[src/rtl/cmpflag_pkg.sv]
package cmpflag_pkg;

    localparam int CNT_W  = 8;
    localparam int NUM_CH = 2;

    // per-channel sequential state of the flag path
    typedef struct packed {
        logic pend;   // match observed since the last tick
        logic flag;   // architectural compare flag
    } flag_st_t;

    // one step of the flag path; a set outranks any clear
    function automatic flag_st_t flag_step(
        input flag_st_t cur,
        input logic     tick,
        input logic     match,
        input logic     clr
    );
        flag_st_t nx;
        nx.pend = tick ? match : (cur.pend | match);
        if (tick && cur.pend)
            nx.flag = 1'b1;
        else if (clr)
            nx.flag = 1'b0;
        else
            nx.flag = cur.flag;
        return nx;
    endfunction

endpackage

[src/rtl/cmpflag_cmp_reg.sv]
module cmpflag_cmp_reg #(
    parameter int CNT_W = cmpflag_pkg::CNT_W
) (
    input  logic             clk,
    input  logic             rst,
    input  logic             wr,
    input  logic [CNT_W-1:0] wdata,
    input  logic [CNT_W-1:0] cnt,
    output logic [CNT_W-1:0] val_o,
    output logic             match_o
);

    logic [CNT_W-1:0] val_q;

    always_ff @(posedge clk) begin
        if (rst)
            val_q <= '0;
        else if (wr)
            val_q <= wdata;
    end

    assign val_o   = val_q;
    assign match_o = (cnt == val_q);

endmodule

[src/rtl/cmpflag_flag_ctl.sv]
module cmpflag_flag_ctl
    import cmpflag_pkg::*;
(
    input  logic clk,
    input  logic rst,
    input  logic tick,
    input  logic match,
    input  logic ack,
    input  logic sw_clr,
    output logic flag_o
);

    flag_st_t st_q;
    flag_st_t st_d;
    logic     clr_any;

    assign clr_any = ack | sw_clr;

    always_comb begin
        st_d = flag_step(st_q, tick, match, clr_any);
    end

    always_ff @(posedge clk) begin
        if (rst)
            st_q <= '0;
        else
            st_q <= st_d;
    end

    assign flag_o = st_q.flag;

endmodule

[src/rtl/cmpflag_unit.sv]
module cmpflag_unit #(
    parameter int CNT_W  = cmpflag_pkg::CNT_W,
    parameter int NUM_CH = cmpflag_pkg::NUM_CH
) (
    input  logic                    clk,
    input  logic                    rst,
    input  logic [CNT_W-1:0]        cnt_in,
    input  logic                    tick_en,
    input  logic [NUM_CH-1:0]       cmp_wr,
    input  logic [CNT_W-1:0]        cmp_wdata,
    input  logic                    ien_wr,
    input  logic [NUM_CH-1:0]       ien_wdata,
    input  logic [NUM_CH-1:0]       irq_ack,
    input  logic                    fclr_wr,
    input  logic [NUM_CH-1:0]       fclr_wdata,
    output logic [NUM_CH*CNT_W-1:0] cmp_val_o,
    output logic [NUM_CH-1:0]       match_o,
    output logic [NUM_CH-1:0]       flag_o,
    output logic [NUM_CH-1:0]       irq_o
);

    localparam int VAL_W = NUM_CH * CNT_W;

    logic [NUM_CH-1:0] ien_q;
    logic [NUM_CH-1:0] sw_clr;

    always_ff @(posedge clk) begin
        if (rst)
            ien_q <= '0;
        else if (ien_wr)
            ien_q <= ien_wdata;
    end

    assign sw_clr = fclr_wr ? fclr_wdata : '0;

    for (genvar ch = 0; ch < NUM_CH; ch++) begin : g_ch
        cmpflag_cmp_reg #(.CNT_W(CNT_W)) cmp_i (
            .clk     (clk),
            .rst     (rst),
            .wr      (cmp_wr[ch]),
            .wdata   (cmp_wdata),
            .cnt     (cnt_in),
            .val_o   (cmp_val_o[ch*CNT_W +: CNT_W]),
            .match_o (match_o[ch])
        );

        cmpflag_flag_ctl flag_i (
            .clk    (clk),
            .rst    (rst),
            .tick   (tick_en),
            .match  (match_o[ch]),
            .ack    (irq_ack[ch]),
            .sw_clr (sw_clr[ch]),
            .flag_o (flag_o[ch])
        );
    end

    assign irq_o = flag_o & ien_q;

    logic unused_w;
    assign unused_w = ^{VAL_W};

endmodule

[config.mk]
export PLATFORM = sky130hd
export DESIGN_NAME = cmpflag_unit
export DESIGN_NICKNAME = d
export VERILOG_FILES = /design/src/rtl/cmpflag_pkg.sv /design/src/rtl/cmpflag_cmp_reg.sv /design/src/rtl/cmpflag_flag_ctl.sv /design/src/rtl/cmpflag_unit.sv
export SDC_FILE = /design/constraint.sdc
export NUM_CORES = 1
export LEC_CHECK = 0
export BUFFER_PORTS_ARGS = -buffer_cell sky130_fd_sc_hd__buf_2
export CAP_MARGIN = 0
export CORE_MARGIN = 5
export CORE_UTILIZATION = 44
export CTS_CLUSTER_DIAMETER = 150
export CTS_CLUSTER_SIZE = 28
export DETAILED_ROUTE_END_ITERATION = 6
export GPL_ROUTABILITY_DRIVEN = 0
export PLACE_DENSITY = 0.81
export SLEW_MARGIN = 20
export SYNTH_ARGS = -nofsm -noshare
export SYNTH_HDL_FRONTEND = slang
export SYNTH_SLANG_ARGS = --single-unit
[constraint.sdc]
create_clock -name clk -period 1.6 [get_ports clk]
set_clock_uncertainty 0.2 [all_clocks]
set_input_delay 0.48 -clock clk [delete_from_list [all_inputs] [get_ports clk]]
set_output_delay 0.48 -clock clk [all_outputs]
set_load 0.01 [all_outputs]
==> results of run 1 <==
-- cells in the final DEF (no fill, tap or decap), types with 2 or more instances in the layout --
cell | Yosys | final
o22ai_1 | 2 | 2
xnor2_1 | 16 | 4
inv_1 | 4 | 4
nand4_1 | 4 | 4
nor2_1 | 22 | 22
buf_4 | 4 | 6
dfxtp_2 | 0 | 19
buf_2 | 2 | 42
clkbuf_4 | 0 | 3
dfxtp_1 | 22 | 2
and2_1 | 2 | 2
buf_6 | 0 | 16
nand2_1 | 2 | 2
xnor2_2 | 0 | 12
a32oi_1 | 2 | 2
mux2i_1 | 18 | 18
-- registers in the layout, indices dropped and copies added, names as in the netlist --
signal              count
g_ch.cmp_i.val_o       16
g_ch.flag_i.st_q        2
g_ch.flag_i.flag_o      2
ien_q                   2
-- worst max-delay path by stage --
stage | from | endpoint | slack (ns)
finish | g_ch[1].cmp_i.val_o[6] | match_o[1] | -0.32
global route | g_ch[0].cmp_i.val_o[5] | match_o[0] | -0.40
CTS | g_ch[1].cmp_i.val_o[0] | match_o[1] | -0.32
detailed placement | cnt_in[7] | match_o[0] | -0.25
global placement | cnt_in[2] | match_o[0] | -0.24
floorplan | cnt_in[5] | match_o[0] | 0.002
-- layout make-up --
class / instances / area (um^2)
multi-input combinational: 70 / 582
clock buffer: 3 / 22.5
inverter: 4 / 15.0
tap: 28 / 35.0
timing repair buffer: 64 / 435
clock inverter: 1 / 30.0
sequential: 22 / 468
fill: 147 / 603
-- per-stage QoR --
stage	setup TNS, ns	utilization, %	hold WS [ns]
6_report	-0.619	72.5	0.210
3_5_place_dp	-0.480	62.4	0.275
5_1_grt	-0.834	72.5	0.212
3_3_place_gp	-0.463	62.4	0.267
2_1_floorplan	0	-	0.249
4_1_cts	-0.678	69.4	0.196
-- power by group through the flow --
| stage | clock network [mW] | registers, mW | logic, mW |
|---|---|---|---|
| 6_report | 0.429 | 0.608 | 0.272 |
| 5_1_grt | 0.451 | 0.612 | 0.292 |
| 4_1_cts | 0.439 | 0.604 | 0.254 |
| 3_5_place_dp | 0 | 0.613 | 0.228 |
| 3_3_place_gp | 0 | 0.611 | 0.221 |
| 2_1_floorplan | 0 | 0.623 | 0.110 |
-- what timing repair did --
| item | CTS | global route |
|---|---|---|
| hold buffers | 0 | 0 |
| endpoints found under the setup margin | 9 | 13 |
| buffers inserted | 4 | 0 |
| endpoints found under the hold margin | 0 | 0 |
| resized for setup | 25 | 16 |
| pin swaps | 15 | 6 |
-- routing by layer --
layer / GRT usage (%) / share of wire, %
met2: 28.9 / 54
met4: 5.30 / 0.45
met5: 0 / 0
met3: 4.07 / 7.2
met1: 17.8 / 38
-- logic make-up after synthesis --
family / synth area share [%]
AND/OR/NAND/NOR: 14.2
flip-flops: 44.3
buffers and inverters: 6.29
XOR/XNOR: 14.1
AO/OA/AOI/OAI: 3.02
multiplexers: 18.1
==> flow_summary.yaml, run 1 <==
hold_path:
  worstHoldPathType: "in -> reg"
  min_to: "g_ch[1].flag_i.flag_o"
  hold_depth: 2
  hp-start: "rst"
place:
  dp_slack_ns: -0.245
  place_area_mm2: 0.00137
  numPortBuffers: 50
  dpl.hpwl_mm: 1.95
  placed_cells: 184
timing:
  hold_violations: 0
  worst_slew_pin_slew_ns: 0.282
  fin_crit_sh_pct: 120
  min_period_ns: 1.92
  fin_ws_ns: -0.315
  fmax_mhz: 522
  setup-violations-final: 3
  maxSlewHeadroom_pct: 81.2
  maxSlewViolCount: 0
  rsz0062_at_grt: "true"
critical_path:
  crit_type: "reg -> out"
  max_stage_delay_ns: 0.38
  cpMaxStageDelayCell: "dfxtp_4"
  cp_top_family: "flip-flops"
  r2r_setup_slack_ns: 0.26
  reg2reg_to: "g_ch[0].flag_i.st_q[1]"
  crit_chain: "xnor2_2 > nand4_1 > nor2_1 > buf_2"
  crit_cells: 4
  end_kind: "output pin"
  worst_ep_arrival_time_ns: 1.24
  r2r_cells: 5
  r2r-start: "g_ch[0].cmp_i.val_o[1]"
  cp-start-kind: "register"
  path_max_fanout: 3
  path_buf_inv: 1
  cp.required_ns: 0.92
cts:
  clock-sinks: 22
  h-tree-depth: 1
  cts-root-buf: "clkbuf_4"
  clkLatencyLatePin_ns: 0.31
  cts_tree: "built"
  clockBufferDepth: 2
  path_clk_slew_ns: 0.13
  numCtsBuffers: 3
logic_synthesis:
  yosysTopAreaCell: "dfxtp_1"
  synth_edf_count: 0
  synth_area_um2: 995
  postSynthCellCount: 104
  yosys-top-cells-area: "dfxtp_1 44%, mux2i_1 18%, xnor2_1 14%, nor2_1 8.3%, buf_4 3.0%"
  yosysWarningCount: 0
  ys_ff_latch: 22
  synthFlopType: "dfxtp_1"
  yosys-top-cells-count: "22 x dfxtp_1, 22 x nor2_1, 18 x mux2i_1"
  async_reset_ff_share_pct: 0
  synth_cell_types: 15
  syn-num-nets: 133
  avgSynthCellArea_um2: 9.56
  synth_seq_area_share_pct: 44.3
  yosysTopAreaCellShare_pct: 44.3
global_route:
  grt_pass1_vias: 975
  grt_antenna_before_repair: 0
  grt_pass1_wl_mm: 4.11
  grt_max_degree: 14
  grt-ovfl-total: 0
  grt_use_total_pct: 15.9
outcome:
  violations: "setup timing"
  outcome: "complete, but fails checks"
cells_and_area:
  antenna_cells: 0
  syn_to_final_growth_pct: 59.6
  fin_area_mm2: 0.00159
  fin_cells: 192
  finalNetCount: 194
  drive_gt1_share_pct: 61.0
floorplanning:
  num_rows: 17
  die-area_mm2: 0.00331
  core-area_mm2: 0.00219
  die_w_um: 57.5
  ioPinCount: 51
  initial_utilization_pct: 45.4
  die_h_um: 57.5
power:
  p_comb_share_pct: 20.8
  p_leak_nw: 0.792
  p_total_mw: 1.31
  clock_power_share_pct: 32.8
  vdd_drop_max_uv: 596
  seqPwrFrac_pct: 46.4
  switching_share_pct: 24.2
  internal_power_uw: 992
  powerDensity_mw_per_mm2: 824
  p_sw_uw: 316
drt:
  antenna_left: 0
  wire_per_inst_um: 14.0
  routed_wl_mm: 2.70
  drt-initial-drc-count: 21
  vias_per_cell: 4.90
  dr_total_vias: 940
  remaining_drc_errors: 0
  drt_pass1_iterations: 4
run:
  max-cap-violations: 0
(Power assumes the default switching activity.)
==> run 2, diff against run 1 <==
- REMOVE_ABC_BUFFERS: not set -> 1
==> flow_summary.yaml, run 2 (synthesis results as in run 1) <==
timing:
  fin_crit_sh_pct: 120
  maxSlewHeadroom_pct: 81.4
  maxSlewViolCount: 0
  worst_slew_pin_slew_ns: 0.280
  setup_tns_ns: -0.634
  fmax_mhz: 520
  fin_ws_ns: -0.321
  setup-violations-final: 3
  min_period_ns: 1.92
  rsz0062_at_grt: "true"
  hold_violations: 0
global_route:
  grt_pass1_vias: 1042
  grt_use_total_pct: 17.7
  grt_max_degree: 14
  grt.met1_usage_pct: 17.0
  busiest_layer: "met2"
  met2_usage_pct: 34.2
  grt_antenna_before_repair: 0
  grt_pass1_wl_mm: 4.62
  grt-ovfl-total: 0
  met3_usage_pct: 4.52
critical_path:
  cp.required_ns: 0.92
  r2r-start: "g_ch[1].cmp_i.val_o[1]"
  end_kind: "output pin"
  cp-start-kind: "register"
  r2r_cells: 7
  reg2reg_to: "g_ch[1].flag_i.st_q[1]"
  path_max_fanout: 2
  worst_ep_arrival_time_ns: 1.24
  crit_type: "reg -> out"
  r2r_setup_slack_ns: 0.13
power:
  seqPwrFrac_pct: 46.7
  p_sw_uw: 305
  vdd_drop_max_uv: 582
  internal_power_uw: 989
  clock_power_share_pct: 32.4
  p_leak_nw: 0.786
  switching_share_pct: 23.6
  powerDensity_mw_per_mm2: 821
  p_total_mw: 1.29
  p_comb_share_pct: 20.9
cells_and_area:
  finalNetCount: 197
  mostFrequentLayoutCells: "43 x buf_2, 22 x nor2_1, 18 x mux2i_1, 15 x dfxtp_2, 15 x buf_6"
  antenna_cells: 0
  drive_gt1_share_pct: 57.5
  fin_cells: 195
  final_common_cell: "buf_2"
  syn_to_final_growth_pct: 58.5
  largest_register_ffs: 16
cts:
  clock-sinks: 22
  cts_tree: "built"
  cts-root-buf: "clkbuf_4"
  h-tree-depth: 1
  clockBufferDepth: 2
  numCtsBuffers: 3
  path_clk_slew_ns: 0.13
  clkLatencyLatePin_ns: 0.31
  cts_hold_buf: 0
hold_path:
  hold_depth: 3
  hp-start: "ien_wdata[0]"
  min_to: "ien_q[0]"
  worstHoldPathType: "in -> reg"
drt:
  drt-initial-drc-count: 16
  wire_per_inst_um: 13.9
  dr_total_vias: 947
  remaining_drc_errors: 0
  drt_pass1_iterations: 4
  antenna_left: 0
  vias_per_cell: 4.86
  routed_wl_mm: 2.72
floorplanning:
  core-area_mm2: 0.00219
  die-area_mm2: 0.00331
  num_rows: 17
  ioPinCount: 51
  initial_utilization_pct: 45.4
  die_w_um: 57.5
  die_h_um: 57.5
place:
  placed_cells: 181
  dpl.hpwl_mm: 1.90
  numPortBuffers: 50
run:
  max-cap-violations: 0
outcome:
  violations: "setup timing"
  outcome: "complete, but fails checks"
## run 2: final cells by class
type	instances	area, um^2
fillers	167	614
well taps	28	35.0
multi-input cells	70	559
clock inverters	1	30.0
clock buffers	3	22.5
flip-flops and latches	22	463
repair buffers	67	452
inverters	4	15.0
## run 2: per-stage QoR
step	setup slack (ns)	area, um^2	hold slack, ns	utilization, %
floorplan	0.0125	947	0.249	-
detailed placement	-0.253	1280	0.283	58.7
global placement	-0.244	1280	0.266	58.7
finish	-0.321	1580	0.208	72.0
global route	-0.428	1580	0.207	72.0
CTS	-0.324	1550	0.208	70.9
## run 2: worst max-delay path: stages, from the launching register on
cell and delay [ns]:
dfxtp_4 0.38, xnor2_2 0.14, nand4_1 0.15, nor2_1 0.13, buf_2 0.14
## run 2: worst max-delay path by stage
stage                           start          to  cells past startpoint
6_report       g_ch[0].cmp_i.val_o[7]  match_o[0]                      4
5_1_grt        g_ch[1].cmp_i.val_o[1]  match_o[1]                      4
4_1_cts        g_ch[0].cmp_i.val_o[7]  match_o[0]                      4
3_5_place_dp                cnt_in[3]  match_o[0]                      5
3_3_place_gp                cnt_in[3]  match_o[1]                      5
2_1_floorplan               cnt_in[0]  match_o[0]                      3
## run 2: what timing repair did
action,in CTS,in global routing
buffers inserted,12,1
setup endpoints to repair,5,12
pin swaps,19,8
resized for setup,33,11
## run 2: power by group through the flow
stage,Sequential (mW),Clock (mW),Combinational (mW)
floorplan,0.619,0,0.0821
global placement,0.608,0,0.198
detailed placement,0.610,0,0.203
CTS,0.602,0.435,0.262
global route,0.610,0.454,0.293
finish,0.604,0.420,0.270
## run 2: per-layer routing
| layer | wire (um) | up-vias |
|---|---|---|
| met5 | 0 | - |
| met4 | 86 | 0 |
| met3 | 182 | 11 |
| met2 | 1470 | 36 |
| met1 | 981 | 436 |
| li1 | - | 464 |
==> run 3, diff against run 2 <==
==> constraint.sdc (replaced) <==
create_clock -name clk -period 1.6 [get_ports clk]
set_clock_uncertainty 0.2 [all_clocks]
set_input_delay 0.48 -clock clk [delete_from_list [all_inputs] [get_ports clk]]
set_output_delay 0.48 -clock clk [all_outputs]
set_load 0.05 [all_outputs]
==> flow_summary.yaml, run 3 (synthesis results as in run 1) <==
cells_and_area:
  syn_to_final_growth_pct: 87.5
  n_fill_cell: 113
  regArea_um2: 473
  finalNetCount: 208
  drive_gt1_share_pct: 65.2
  antenna_cells: 0
  final_common_cell: "buf_2"
  largest_register_ffs: 16
  fin_cells: 206
  mostFrequentLayoutCells: "28 x buf_2, 20 x nor2_1, 19 x buf_6, 18 x mux2i_1"
  multi_input_area_um2: 576
drt:
  dr_total_vias: 1032
  drt-initial-drc-count: 16
  drt_pass1_iterations: 4
  wire_per_inst_um: 16.9
  vias_per_cell: 5.01
  routed_wl_mm: 3.49
  antenna_left: 0
  remaining_drc_errors: 0
global_route:
  grt_max_degree: 14
  grt_pass1_vias: 1206
  grt_use_total_pct: 22.3
  grt_antenna_before_repair: 0
  grt-ovfl-total: 0
  grt_pass1_wl_mm: 5.62
outcome:
  outcome: "complete, but fails checks"
  violations: "setup timing"
critical_path:
  r2r-start: "g_ch[1].cmp_i.val_o[0]"
  max_stage_delay_ns: 0.35
  path_max_fanout: 2
  crit_type: "reg -> out"
  cp-start-kind: "register"
  worst_ep_arrival_time_ns: 1.46
  crit_chain: "xnor2_1 > nand4_1 > nor2_2 > buf_6"
  end_kind: "output pin"
  crit_path_start: "g_ch[1].cmp_i.val_o[0]"
  cpMaxStageDelayCell: "dfxtp_2"
  cp.required_ns: 0.92
timing:
  setup-violations-final: 18
  fmax_mhz: 467
  worst_slew_pin_slew_ns: 0.284
  hold_ws_ns: 0.190
  maxSlewViolCount: 0
  min_period_ns: 2.14
  setup_tns_ns: -1.65
  fin_ws_ns: -0.542
  rsz0062_at_grt: "true"
  hold_violations: 0
  maxSlewHeadroom_pct: 81.1
  fin_crit_sh_pct: 134
cts:
  clkLatencyLatePin_ns: 0.33
  clockBufferDepth: 2
  cts-root-buf: "clkbuf_4"
  clock-sinks: 22
  path_clk_slew_ns: 0.14
  h-tree-depth: 1
  cts_hold_buf: 0
  numCtsBuffers: 3
  cts_tree: "built"
hold_path:
  worstHoldPathType: "in -> reg"
  hp-start: "ien_wdata[0]"
run:
  max-cap-violations: 0
floorplanning:
  die-area_mm2: 0.00331
  ioPinCount: 51
  initial_utilization_pct: 45.4
  core-area_mm2: 0.00219
  die_h_um: 57.5
  num_rows: 17
  die_w_um: 57.5
power:
  vdd_drop_max_uv: 675
  p_leak_nw: 0.886
  p_total_mw: 1.47
  powerDensity_mw_per_mm2: 789
place:
  dp_slack_ns: -0.407
  dpl.hpwl_mm: 2.03
  placed_cells: 195
  numPortBuffers: 50
==> run 3: changes by cell type in the layout (fill, tap and decap cells not counted), moves of 4 or more <==
cell | previous run | this run
dfxtp_1 | 6 | 2
buf_4 | 9 | 14
buf_8 | 0 | 17
buf_2 | 43 | 28
buf_6 | 15 | 19
==> run 3: what timing repair did <==
item / CTS / global route
endpoints found under the setup margin: 22 / 21
pin swaps: 21 / 10
buffers inserted: 13 / 8
resized for setup: 102 / 12
==> run 3: final cells by class <==
class                           instances  area share [%]
Timing Repair Buffer                   78            38.3
Clock inverter                          1            1.61
Inverter                                4           0.805
Tap cell                               28            1.88
Sequential cell                        22            25.4
Clock buffer                            3            1.21
Multi-Input combinational cell         70            30.9
==> run 3: layer usage <==
| metal | vias up | wire [um] | global-route usage (%) |
|---|---|---|---|
| met5 | - | 0 | 0 |
| met1 | 495 | 1200 | 21.6 |
| met4 | 0 | 122 | 11.3 |
| met2 | 38 | 2000 | 45.0 |
| li1 | 488 | - | - |
| met3 | 11 | 160 | 2.49 |
==> run 3: metrics by stage <==
stage                     cell area (um^2)  util, %
after floorplan                        947        -
after global placement                1390     63.4
after detailed placement              1390     63.4
after CTS                             1850     84.5
after global routing                  1870     85.2
final                                 1870     85.2
==> run 3: where the power goes <==
part           switching (mW)  leakage [nW]  total [mW]  internal [mW]
Combinational           0.211         0.669       0.428          0.217
Clock                   0.183        0.0279       0.437          0.254
Sequential             0.0279         0.189       0.606          0.578
Total                   0.422         0.886        1.47           1.05
==> run 3: path summary, 6_finish.rpt <==
kind                                          endpoint  slack (ns)  cells past startpoint
worst max-delay path                        match_o[1]       -0.54                      4
worst min-delay path                          ien_q[0]        0.19                      3
worst max register to register  g_ch[1].flag_i.st_q[1]        0.02                      6
worst min register to register                ien_q[0]        0.31                      2
==> run 3: critical path: cells and delay by family (launching register included) <==
| kind | cells | cell delay [ns] |
|---|---|---|
| xor gates and xnor gates | 1 | 0.19 |
| DFF | 1 | 0.35 |
| and+or+nand+nor | 2 | 0.41 |
| buffers and inverters | 1 | 0.18 |
